==> src/rtl/pll_seq_pkg.sv <==
package pll_seq_pkg;
  typedef longint unsigned u64_t;

  localparam logic [7:0] MUX_ACTIVE = 8'hC0;

  typedef struct packed {
    logic bias_set;
    logic bias_clr;
    logic mux_set;
    logic mux_clr;
    logic gate_set;
    logic gate_clr;
    logic rbuf_set;
    logic rbuf_clr;
  } side_cmd_t;

  typedef enum logic [4:0] {
    ST_IDLE,
    ST_BIAS,
    ST_MUX,
    ST_SETTLE,
    ST_RUN,
    ST_POLL,
    ST_GATE,
    ST_RBUF,
    ST_ON,
    ST_FAIL,
    ST_DOFF,
    ST_DGATE,
    ST_DRUN,
    ST_DRBUF,
    ST_DMUX,
    ST_DBIAS,
    ST_DSETTLE
  } seq_state_e;
endpackage

==> src/rtl/pll_seq_timer.sv <==
module pll_seq_timer #(
  parameter int unsigned W = 8
) (
  input  logic         clk_i,
  input  logic         rst_ni,
  input  logic         load_i,
  input  logic [W-1:0] val_i,
  output logic         done_o
);
  logic [W-1:0] cnt_q;

  always_ff @(posedge clk_i or negedge rst_ni) begin
    if (!rst_ni)            cnt_q <= '0;
    else if (load_i)        cnt_q <= val_i;
    else if (cnt_q != '0)   cnt_q <= cnt_q - 1'b1;
  end

  assign done_o = (cnt_q == '0);
endmodule

==> src/rtl/pll_seq_side.sv <==
module pll_seq_side
  import pll_seq_pkg::*;
(
  input  logic      clk_i,
  input  logic      rst_ni,
  input  side_cmd_t cmd_i,
  output logic      bias_o,
  output logic [7:0] mux_o,
  output logic      gate_o,
  output logic      rbuf_o
);
  always_ff @(posedge clk_i or negedge rst_ni) begin
    if (!rst_ni) begin
      bias_o <= 1'b0;
      mux_o  <= '0;
      gate_o <= 1'b0;
      rbuf_o <= 1'b0;
    end else begin
      if (cmd_i.bias_set)      bias_o <= 1'b1;
      else if (cmd_i.bias_clr) bias_o <= 1'b0;
      if (cmd_i.mux_set)       mux_o  <= MUX_ACTIVE;
      else if (cmd_i.mux_clr)  mux_o  <= '0;
      if (cmd_i.gate_set)      gate_o <= 1'b1;
      else if (cmd_i.gate_clr) gate_o <= 1'b0;
      if (cmd_i.rbuf_set)      rbuf_o <= 1'b1;
      else if (cmd_i.rbuf_clr) rbuf_o <= 1'b0;
    end
  end
endmodule

==> src/rtl/pll_seq_fsm.sv <==
module pll_seq_fsm
  import pll_seq_pkg::*;
#(
  parameter int unsigned TW          = 8,
  parameter int unsigned PW          = 4,
  parameter int unsigned SETTLE_LOAD = 1,
  parameter int unsigned POLL_LOAD   = 1,
  parameter int unsigned POLL_LAST   = 1
) (
  input  logic                 clk_i,
  input  logic                 rst_ni,
  input  logic                 up_req_i,
  input  logic                 down_req_i,
  input  logic                 slave_en_i,
  input  logic                 lock_i,
  input  logic                 tmr_done_i,
  output logic                 tmr_load_o,
  output logic [TW-1:0]        tmr_val_o,
  output side_cmd_t [1:0]      cmd_o,
  output logic                 run_o,
  output logic                 pll_on_o,
  output logic                 err_o
);
  seq_state_e    state_q, state_d;
  logic          side_q, side_d;
  logic          slv_q, slv_d;
  logic [PW-1:0] polls_q, polls_d;
  logic          run_q, run_d, on_q, on_d, err_q, err_d;

  // true when the current step must be repeated on the slave
  logic to_slave;
  assign to_slave = !side_q && slv_q;

  always_comb begin
    state_d    = state_q;
    side_d     = side_q;
    slv_d      = slv_q;
    polls_d    = polls_q;
    run_d      = run_q;
    on_d       = on_q;
    err_d      = err_q;
    cmd_o      = '0;
    tmr_load_o = 1'b0;
    tmr_val_o  = '0;
    unique case (state_q)
      ST_IDLE: if (up_req_i) begin
        err_d   = 1'b0;
        slv_d   = slave_en_i;
        side_d  = 1'b0;
        state_d = ST_BIAS;
      end
      ST_BIAS: begin
        cmd_o[side_q].bias_set = 1'b1;
        state_d = ST_MUX;
      end
      ST_MUX: begin
        cmd_o[side_q].mux_set = 1'b1;
        tmr_load_o = 1'b1;
        tmr_val_o  = TW'(SETTLE_LOAD);
        state_d    = ST_SETTLE;
      end
      ST_SETTLE: if (tmr_done_i) begin
        if (to_slave) begin
          side_d  = 1'b1;
          state_d = ST_BIAS;
        end else begin
          side_d  = 1'b0;
          state_d = ST_RUN;
        end
      end
      ST_RUN: begin
        run_d      = 1'b1;
        polls_d    = '0;
        tmr_load_o = 1'b1;
        tmr_val_o  = TW'(POLL_LOAD);
        state_d    = ST_POLL;
      end
      ST_POLL: if (tmr_done_i) begin
        if (lock_i) begin
          on_d    = 1'b1;
          state_d = ST_GATE;
        end else if (polls_q == PW'(POLL_LAST)) begin
          err_d   = 1'b1;
          state_d = ST_FAIL;
        end else begin
          polls_d    = polls_q + 1'b1;
          tmr_load_o = 1'b1;
          tmr_val_o  = TW'(POLL_LOAD);
        end
      end
      ST_GATE: begin
        cmd_o[side_q].gate_set = 1'b1;
        side_d  = to_slave;
        state_d = to_slave ? ST_GATE : ST_RBUF;
      end
      ST_RBUF: begin
        cmd_o[side_q].rbuf_set = 1'b1;
        side_d  = to_slave;
        state_d = to_slave ? ST_RBUF : ST_ON;
      end
      ST_ON:   if (down_req_i) state_d = ST_DOFF;
      ST_FAIL: if (down_req_i) begin
        side_d  = 1'b0;
        state_d = ST_DGATE;
      end
      ST_DOFF: begin
        on_d    = 1'b0;
        side_d  = 1'b0;
        state_d = ST_DGATE;
      end
      ST_DGATE: begin
        cmd_o[side_q].gate_clr = 1'b1;
        state_d = side_q ? ST_DRBUF : ST_DRUN;
      end
      ST_DRUN: begin
        run_d   = 1'b0;
        state_d = ST_DRBUF;
      end
      ST_DRBUF: begin
        cmd_o[side_q].rbuf_clr = 1'b1;
        state_d = ST_DMUX;
      end
      ST_DMUX: begin
        cmd_o[side_q].mux_clr = 1'b1;
        state_d = ST_DBIAS;
      end
      ST_DBIAS: begin
        cmd_o[side_q].bias_clr = 1'b1;
        tmr_load_o = 1'b1;
        tmr_val_o  = TW'(SETTLE_LOAD);
        state_d    = ST_DSETTLE;
      end
      ST_DSETTLE: if (tmr_done_i) begin
        side_d  = to_slave;
        state_d = to_slave ? ST_DGATE : ST_IDLE;
      end
      default: state_d = ST_IDLE;
    endcase
  end

  always_ff @(posedge clk_i or negedge rst_ni) begin
    if (!rst_ni) begin
      state_q <= ST_IDLE;
      side_q  <= 1'b0;
      slv_q   <= 1'b0;
      polls_q <= '0;
      run_q   <= 1'b0;
      on_q    <= 1'b0;
      err_q   <= 1'b0;
    end else begin
      state_q <= state_d;
      side_q  <= side_d;
      slv_q   <= slv_d;
      polls_q <= polls_d;
      run_q   <= run_d;
      on_q    <= on_d;
      err_q   <= err_d;
    end
  end

  assign run_o    = run_q;
  assign pll_on_o = on_q;
  assign err_o    = err_q;
endmodule

==> src/rtl/pll_seq_ctrl.sv <==
module pll_seq_ctrl
  import pll_seq_pkg::*;
#(
  parameter int unsigned REF_HZ     = 200_000_000,
  parameter int unsigned SETTLE_NS  = 250,
  parameter int unsigned POLL_NS    = 100_000,
  parameter int unsigned TIMEOUT_NS = 5_000_000
) (
  input  logic       clk_i,
  input  logic       rst_ni,
  input  logic       up_req_i,
  input  logic       down_req_i,
  input  logic       slave_en_i,
  input  logic       lock_i,
  output logic       bias_o,
  output logic [7:0] mux_o,
  output logic       pll_run_o,
  output logic       gate_o,
  output logic       rbuf_o,
  output logic       slv_bias_o,
  output logic [7:0] slv_mux_o,
  output logic       slv_gate_o,
  output logic       slv_rbuf_o,
  output logic       pll_on_o,
  output logic       err_o
);
  localparam u64_t NS_PER_S   = 64'd1_000_000_000;
  localparam u64_t SETTLE_RAW = (u64_t'(REF_HZ) * u64_t'(SETTLE_NS) + NS_PER_S - 1) / NS_PER_S;
  localparam u64_t POLL_RAW   = (u64_t'(REF_HZ) * u64_t'(POLL_NS) + NS_PER_S - 1) / NS_PER_S;
  localparam u64_t SETTLE_CYC = (SETTLE_RAW < 1) ? 1 : SETTLE_RAW;
  localparam u64_t POLL_CYC   = (POLL_RAW < 1) ? 1 : POLL_RAW;
  localparam u64_t POLLS_RAW  = (u64_t'(TIMEOUT_NS) + u64_t'(POLL_NS) - 1) / u64_t'(POLL_NS);
  localparam u64_t MAX_POLLS  = (POLLS_RAW < 1) ? 1 : POLLS_RAW;
  localparam u64_t TMR_MAX    = (SETTLE_CYC > POLL_CYC) ? SETTLE_CYC : POLL_CYC;
  localparam int unsigned TW  = ($clog2(TMR_MAX) < 1) ? 1 : $clog2(TMR_MAX);
  localparam int unsigned PW  = ($clog2(MAX_POLLS) < 1) ? 1 : $clog2(MAX_POLLS);
  localparam int unsigned NSIDE = 2;

  logic            tmr_load, tmr_done;
  logic [TW-1:0]   tmr_val;
  side_cmd_t [NSIDE-1:0] cmd;
  logic [NSIDE-1:0]      bias_w, gate_w, rbuf_w;
  logic [NSIDE-1:0][7:0] mux_w;

  pll_seq_timer #(.W(TW)) u_timer (
    .clk_i  (clk_i),
    .rst_ni (rst_ni),
    .load_i (tmr_load),
    .val_i  (tmr_val),
    .done_o (tmr_done)
  );

  pll_seq_fsm #(
    .TW          (TW),
    .PW          (PW),
    .SETTLE_LOAD (int'(SETTLE_CYC - 1)),
    .POLL_LOAD   (int'(POLL_CYC - 1)),
    .POLL_LAST   (int'(MAX_POLLS - 1))
  ) u_fsm (
    .clk_i      (clk_i),
    .rst_ni     (rst_ni),
    .up_req_i   (up_req_i),
    .down_req_i (down_req_i),
    .slave_en_i (slave_en_i),
    .lock_i     (lock_i),
    .tmr_done_i (tmr_done),
    .tmr_load_o (tmr_load),
    .tmr_val_o  (tmr_val),
    .cmd_o      (cmd),
    .run_o      (pll_run_o),
    .pll_on_o   (pll_on_o),
    .err_o      (err_o)
  );

  for (genvar g = 0; g < NSIDE; g++) begin : g_side
    pll_seq_side u_side (
      .clk_i  (clk_i),
      .rst_ni (rst_ni),
      .cmd_i  (cmd[g]),
      .bias_o (bias_w[g]),
      .mux_o  (mux_w[g]),
      .gate_o (gate_w[g]),
      .rbuf_o (rbuf_w[g])
    );
  end

  assign bias_o     = bias_w[0];
  assign mux_o      = mux_w[0];
  assign gate_o     = gate_w[0];
  assign rbuf_o     = rbuf_w[0];
  assign slv_bias_o = bias_w[1];
  assign slv_mux_o  = mux_w[1];
  assign slv_gate_o = gate_w[1];
  assign slv_rbuf_o = rbuf_w[1];
endmodule

==> config.mk <==
export PLATFORM = sky130hd
export DESIGN_NAME = pll_seq_ctrl
export DESIGN_NICKNAME = d
export VERILOG_FILES = /design/src/rtl/pll_seq_pkg.sv /design/src/rtl/pll_seq_timer.sv /design/src/rtl/pll_seq_side.sv /design/src/rtl/pll_seq_fsm.sv /design/src/rtl/pll_seq_ctrl.sv
export SDC_FILE = /design/constraint.sdc
export NUM_CORES = 1
export LEC_CHECK = 0
export BUFFER_PORTS_ARGS = -buffer_cell sky130_fd_sc_hd__buf_4
export CAP_MARGIN = 40
export CORE_MARGIN = 1
export CORE_UTILIZATION = 52
export CTS_CLUSTER_SIZE = 40
export DETAILED_ROUTE_END_ITERATION = 6
export GPL_TIMING_DRIVEN = 0
export PLACE_DENSITY = 0.82
export SYNTH_ARGS = -nofsm -noshare
export SYNTH_HDL_FRONTEND = slang
export SYNTH_SLANG_ARGS = --single-unit
==> constraint.sdc <==
create_clock -name clk_i -period 1.83 [get_ports clk_i]
set_input_delay 0.0915 -clock clk_i [delete_from_list [all_inputs] [get_ports clk_i]]
set_output_delay 0.0915 -clock clk_i [all_outputs]
set_load 0.03 [all_outputs]
# Word-level counts from Yosys, hierarchy flattened
# Cells that the tools add are included.
# Widths: inputs -> output; s select.
[totals]
ff_bits = 53
inputBits = 6
output_inout_bits = 25
wordCells = 152
[op_classes]
add_sub_neg = 2
order_cmp = 2
eq_ne = 28
n_mux = 75
reduce_logical = 29
[op_table]
columns = ["cell", "n"]
rows = [
  ["$pmux 16 s8", 1],
  ["$pmux 5 s17", 1],
  ["$mux 15", 5],
  ["$demux 8 s1", 8],
  ["$mux 5", 9],
  ["$pmux 15 s3", 1],
  ["$eq 5x4->1 const B", 8],
  ["$mux 8", 5],
  ["$mux 1", 28],
  ["$reduce_bool 2->1", 13],
  ["$mux 6", 4],
  ["$eq 5x3->1 const B", 4],
  ["$ne 2x2->1 const B", 9],
  ["$logic_not 15->1", 1],
  ["$reduce_bool 15->1", 1],
  ["$sub 15x1->15 const B", 1],
  ["$mux 4", 3],
  ["$pmux 6 s2", 1],
  ["$eq 5x2->1 const B", 2],
  ["$reduce_and 5->1", 2],
  ["$pmux 1 s2", 4],
  ["$mux 7", 1],
  ["$reduce_and 7->1", 1],
  ["$add 6x1->6 const B", 1],
  ["19 further kinds", 22],
]

# Logic depth before layout (Yosys ltp)
[logic_depth]
word_depth = 7
ltp_mapped = 8
mapped_depth_nobuf = 7

# By module
# A second synthesis with hierarchy kept.
[unflattened]
hier_cells = 312
hier_area_um2 = 2652.5
[by_module_without_submodules]
columns = ["module", "n_inst", "cells_each", "area_each_um2", "seq_area_each_um2"]
rows = [
  ["pll_seq_fsm", 1, 182, 1372.6, 400.4],
  ["pll_seq_timer", 1, 90, 877.1, 375.4],
  ["pll_seq_side", 2, 20, 201.4, 100.1],
]

# Worst setup path after synthesis
# No wires, ideal clock.
[synth_path]
path_type = "register to register"
from = "register u_timer.cnt_q[0]"
to = "register u_fsm.polls_q[0]"
setup_ps = 121
t_arrival_ps = 1893
required_time_ps = 1709
slack_ps = -184
stages_incl_launch_ff = 8
path_buffers = 0
synth_period_minus_slack_ps = 2014
cell_sequence = "dfrtp_1 -> inv_1 -> ha_1 -> or3b_2 -> nor4_2 -> nand2_1 -> xnor2_1 -> a22o_1"
[synth_between]
elab_chain_len = 3
[synth_rtl]
columns = ["element", "line_no", "source"]
rows = [
  ["start, declared", "pll_seq_timer.sv:10", "logic [W-1:0] cnt_q;"],
  ["start signal, assigned", "pll_seq_timer.sv:14", "else if (load_i) cnt_q <= val_i;"],
  ["start signal, assigned", "pll_seq_timer.sv:15", "else if (cnt_q != '0) cnt_q <= cnt_q - 1'b1;"],
  ["$logic_not 15->1", "pll_seq_timer.sv:18", "assign done_o = (cnt_q == '0);"],
  ["$ne 2x2->1 (no line)", "n/a", ""],
  ["$reduce_and 4->1 (no line)", "n/a", ""],
  ["end signal, assigned", "pll_seq_fsm.sv:154", "polls_q <= polls_d;"],
  ["end, declared", "pll_seq_fsm.sv:27", "logic [PW-1:0] polls_q, polls_d;"],
]
# Every way passes these cells.
# A chain may end at the register's enable or synchronous reset.

# Worst setup path in the final report
[layout_path]
from = "register u_timer.cnt_q[10]"
to = "register u_timer.cnt_q[8]"
[layout_between]
elab_chain_len = 4
elab_cells_between_ends = 8
classes_between = "mux: 5; reduce/logical: 3"
[layout_rtl]
columns = ["element", "line_no", "source"]
rows = [
  ["$logic_not 15->1", "pll_seq_timer.sv:18", ""],
  ["$mux 15 / $mux 1 (equally long branches)", "pll_seq_fsm.sv:78", "ST_POLL: if (tmr_done_i) begin"],
  ["$pmux 15 s3 / $pmux 1 s2 (equally long branches)", "pll_seq_fsm.sv:45", "unique case (state_q)"],
  ["$mux 15 / $reduce_bool 2->1 (equally long branches)", "n/a", ""],
]
# Several ways; a longest one is shown, not always the timed one.

==> flow_summary.toml <==
[cells_and_area]
fillers = 335
drive_above_1_share_pct = 32.6
design_area_um2 = 3200
fin_nets = 348
diodes = 0
area_growth_pct = 26.8

[floorplanning]
dieArea_um2 = 5130
row_count = 24
ios = 31
die_w_um = 71.6
initial_utilization_pct = 55.9
chipHeight_um = 71.6
core_um2 = 4500

[outcome]
status = "complete, but fails checks"
failed_checks = "negative setup slack"

[sta]
setup_tns_ns = -1.41
setup_viol = 14
holdWs_ns = 0.0272
max_slew_margin_pct = 66.1
fmax_mhz = 496
fin_crit_sh_pct = 110
hold_violations = 0
rsz0062_at_grt = "true"
period_minus_slack_ns = 2.02
fin_ws_ns = -0.187
worstMarginPinSlew_ns = 0.508
fin_skew_ns = 0.00816
finalMaxSlewViolations = 0

[routing]
route.antenna.remaining_nets = 0
first_pass_iters = 4
wl_mm = 6.60
wl_met3_um = 443
drcViolationCount = 0
top_layer = "met4"
wl_per_cell_um = 16.8
wl_met2_mm = 3.17
wl_met1_mm = 2.86
num_vias = 2361
drt_iter0_markers = 186
vias_per_cell = 6.02

[synth]
synth_compound_area_share_pct = 17.4
synthXorXnorAreaFrac_pct = 5.91
ys_seq_area_share_pct = 38.7
muxShareOfSynthArea_pct = 1.74
yosysTopAreaCell = "dfrtp_1"
syn_inst = 286
netlist_top_cells_area = "dfrtp_1 39%, o21ai_0 4.4%, buf_4 4.2%"
synthArstFlopShare_pct = 100
synthAdderAreaFrac_pct = 1.49
synth_top_area_share_pct = 38.7
synthSimpleGateAreaFrac_pct = 26.7
synth_edf_count = 0
ys.flop_type = "dfrtp_1"
synth_area_um2 = 2520
ys_ff_latch = 39
synth_top_family_by_area = "simple AND/OR/NAND/NOR gates"
syn-mean-instance-area_um2 = 8.81
synth_warnings = 0
ys_types = 56

[hold_path]
hp-start = "slave_en_i"
hold_class = "in2reg"

[worst_setup_path]
start_kind = "flip-flop"
cp_cell_sequence = "or4_4 > or4b_4 > nand4b_1 > xor2_1 > nor2_1"
crit_type = "reg2reg"
cp_max_fo = 3
slowest_delay_ns = 0.56
critPathRequiredTime_ns = 2.01
critPathTopFamily = "simple AND/OR/NAND/NOR gates"
crit_path_end_kind = "flip-flop"
worstPathArrival_ns = 2.20
crit_start = "u_timer.cnt_q[10]$_DFFE_PN0P_"
worst-path-buf-inv = 0
r2r-start = "u_timer.cnt_q[10]$_DFFE_PN0P_"
crit_slowest_cell = "or4_4"

[place]
gp_congestion = 0.973
place_area_um2 = 2790
hpwl_mm = 4.08
port_buffers = 18

[power_and_ir_drop]
ir_worst_vdd_uv = 1110
power_mw = 5.39
p_leak_nw = 1.37
pwr_density_cell_nw_per_um2 = 1690

[global_routing]
grt_overflow = 0
grt_pass1_vias = 2169
track_usage_pct = 26.0
antenna_found_initial = 0
grt_max_degree = 40
grt_pass1_wl_mm = 10.4

[cts]
cts_buffers = 5
root_buffer = "clkbuf_8"
cts.clk_slew.worst_paths_ns = 0.08
cts_tree = "built"
clock_path_buffers = 2
ctsHtreeMaxLevel = 2
cts_sinks = 39
clock_latency_ns = 0.30

[run]
drv_cap = 0
worst paths after layout:
check                      slack (ns)  cells past startpoint                                    end
max in group asynchronous        1.14                      2           u_fsm.state_q[2]$_DFFE_PN0P_
max                             -0.19                      5           u_timer.cnt_q[8]$_DFFE_PN0P_
max reg2reg                     -0.19                      5           u_timer.cnt_q[8]$_DFFE_PN0P_
min reg2reg                      0.49                      1             u_fsm.pll_on_o$_DFFE_PN0P_
min                              0.03                      2                u_fsm.slv_q$_DFFE_PN0P_
min in group asynchronous        0.30                      2  g_side[0].u_side.mux_o[6]$_DFFE_PN0P_
power breakdown:
part / switching [mW] / leakage, nW / internal (mW) / total (mW)
Sequential: 0.394 / 0.476 / 1.18 / 1.57
Clock: 0.317 / 0.0505 / 0.343 / 0.660
Combinational: 1.82 / 0.846 / 1.33 / 3.15
Total: 2.53 / 1.37 / 2.86 / 5.39
cells in the mapped netlist, drive strengths merged (5+ instances only):
cell type,n
nor3,8
nand2,20
xor2,8
a31oi,6
nand3,15
nor2,25
xnor2,9
dfrtp,39
nand4,5
buf,17
or4,5
o31ai,6
a21oi,10
o21ai,22
inv,9
nor3b,5
clkbuf,13
nand2b,6
worst register-to-register path, stage by stage, from the launching register on:
cell,delay [ns]
dfrtp_1,0.41
or4_4,0.56
or4b_4,0.56
nand4b_1,0.13
xor2_1,0.18
nor2_1,0.07
per-stage QoR:
step                      instances  setup WS [ns]  util, %
after global placement          367         -0.395     62.0
after floorplan                 297        -0.0717        -
after global routing            392         -0.216     70.9
final                           392         -0.187     70.9
after CTS                       388         -0.133     68.5
after detailed placement        367         -0.363     62.0
sequential cells by signal (all words and copies together) (netlist names):
| signal | cells |
|---|---|
| u_timer.cnt_q | 15 |
| u_fsm.polls_q | 6 |
| u_fsm.state_q | 5 |
| g_side.u_side.bias_o | 2 |
| g_side.u_side.gate_o | 2 |
| g_side.u_side.mux_o | 2 |
| g_side.u_side.rbuf_o | 2 |
| u_fsm.err_o | 1 |
| u_fsm.pll_on_o | 1 |
| u_fsm.run_o | 1 |
| u_fsm.side_q | 1 |
| u_fsm.slv_q | 1 |
metal layers:
metal / vias up / track usage [%]
li1: 1120 / -
met2: 107 / 39.7
met4: 0 / 11.3
met3: 14 / 6.19
met1: 1120 / 35.4
met5: - / 0
layout make-up:
| type | count | area (µm²) | share of cell area (%) |
|---|---|---|---|
| Multi-Input combinational cell | 219 | 1540 | 48.2 |
| Sequential cell | 39 | 978 | 30.6 |
| Timing Repair Buffer | 39 | 307 | 9.59 |
| Buffer | 26 | 168 | 5.25 |
| Clock buffer | 7 | 96.3 | 3.01 |
| Tap cell | 52 | 65.1 | 2.04 |
| Inverter | 9 | 33.8 | 1.06 |
| Clock inverter | 1 | 7.51 | 0.235 |
repair_timing:
| action | 4_1_cts | 5_1_grt |
|---|---|---|
| setup endpoints to repair | 36 | 32 |
| pin swaps | 8 | 5 |
| hold buffers | 1 | 0 |
| gates resized for setup | 23 | 25 |
| hold endpoints to repair | 39 | 0 |
| setup buffers | 16 | 5 |
kinds of logic after synthesis:
| logic type | after synthesis |
|---|---|
| DFF | 39 |
| muxes | 4 |
| adders and majority gates | 3 |
| and+or+nand+nor | 117 |
| AOI/OAI and AO/OA | 66 |
| other | 1 |
| buffers and inverters | 39 |
| xor gates and xnor gates | 17 |
placed cells by master, fill, tap and decap left out, types with 4 or more instances in the layout:
master and instances:
a21oi_1 8, o31ai_1 6, or4_4 4, a31oi_1 6, nand2b_1 6, nand4b_1 4
buf_4 49, or3_1 4, nor3_1 4, nand3_1 13, xnor2_1 9, nand2_1 18
xor2_1 8, inv_1 7, dfrtp_1 37, o21ai_0 19, clkbuf_8 7, conb_1 12
and2_1 4, nor2_1 24
Note: power is estimated with default switching activity, not from simulation.
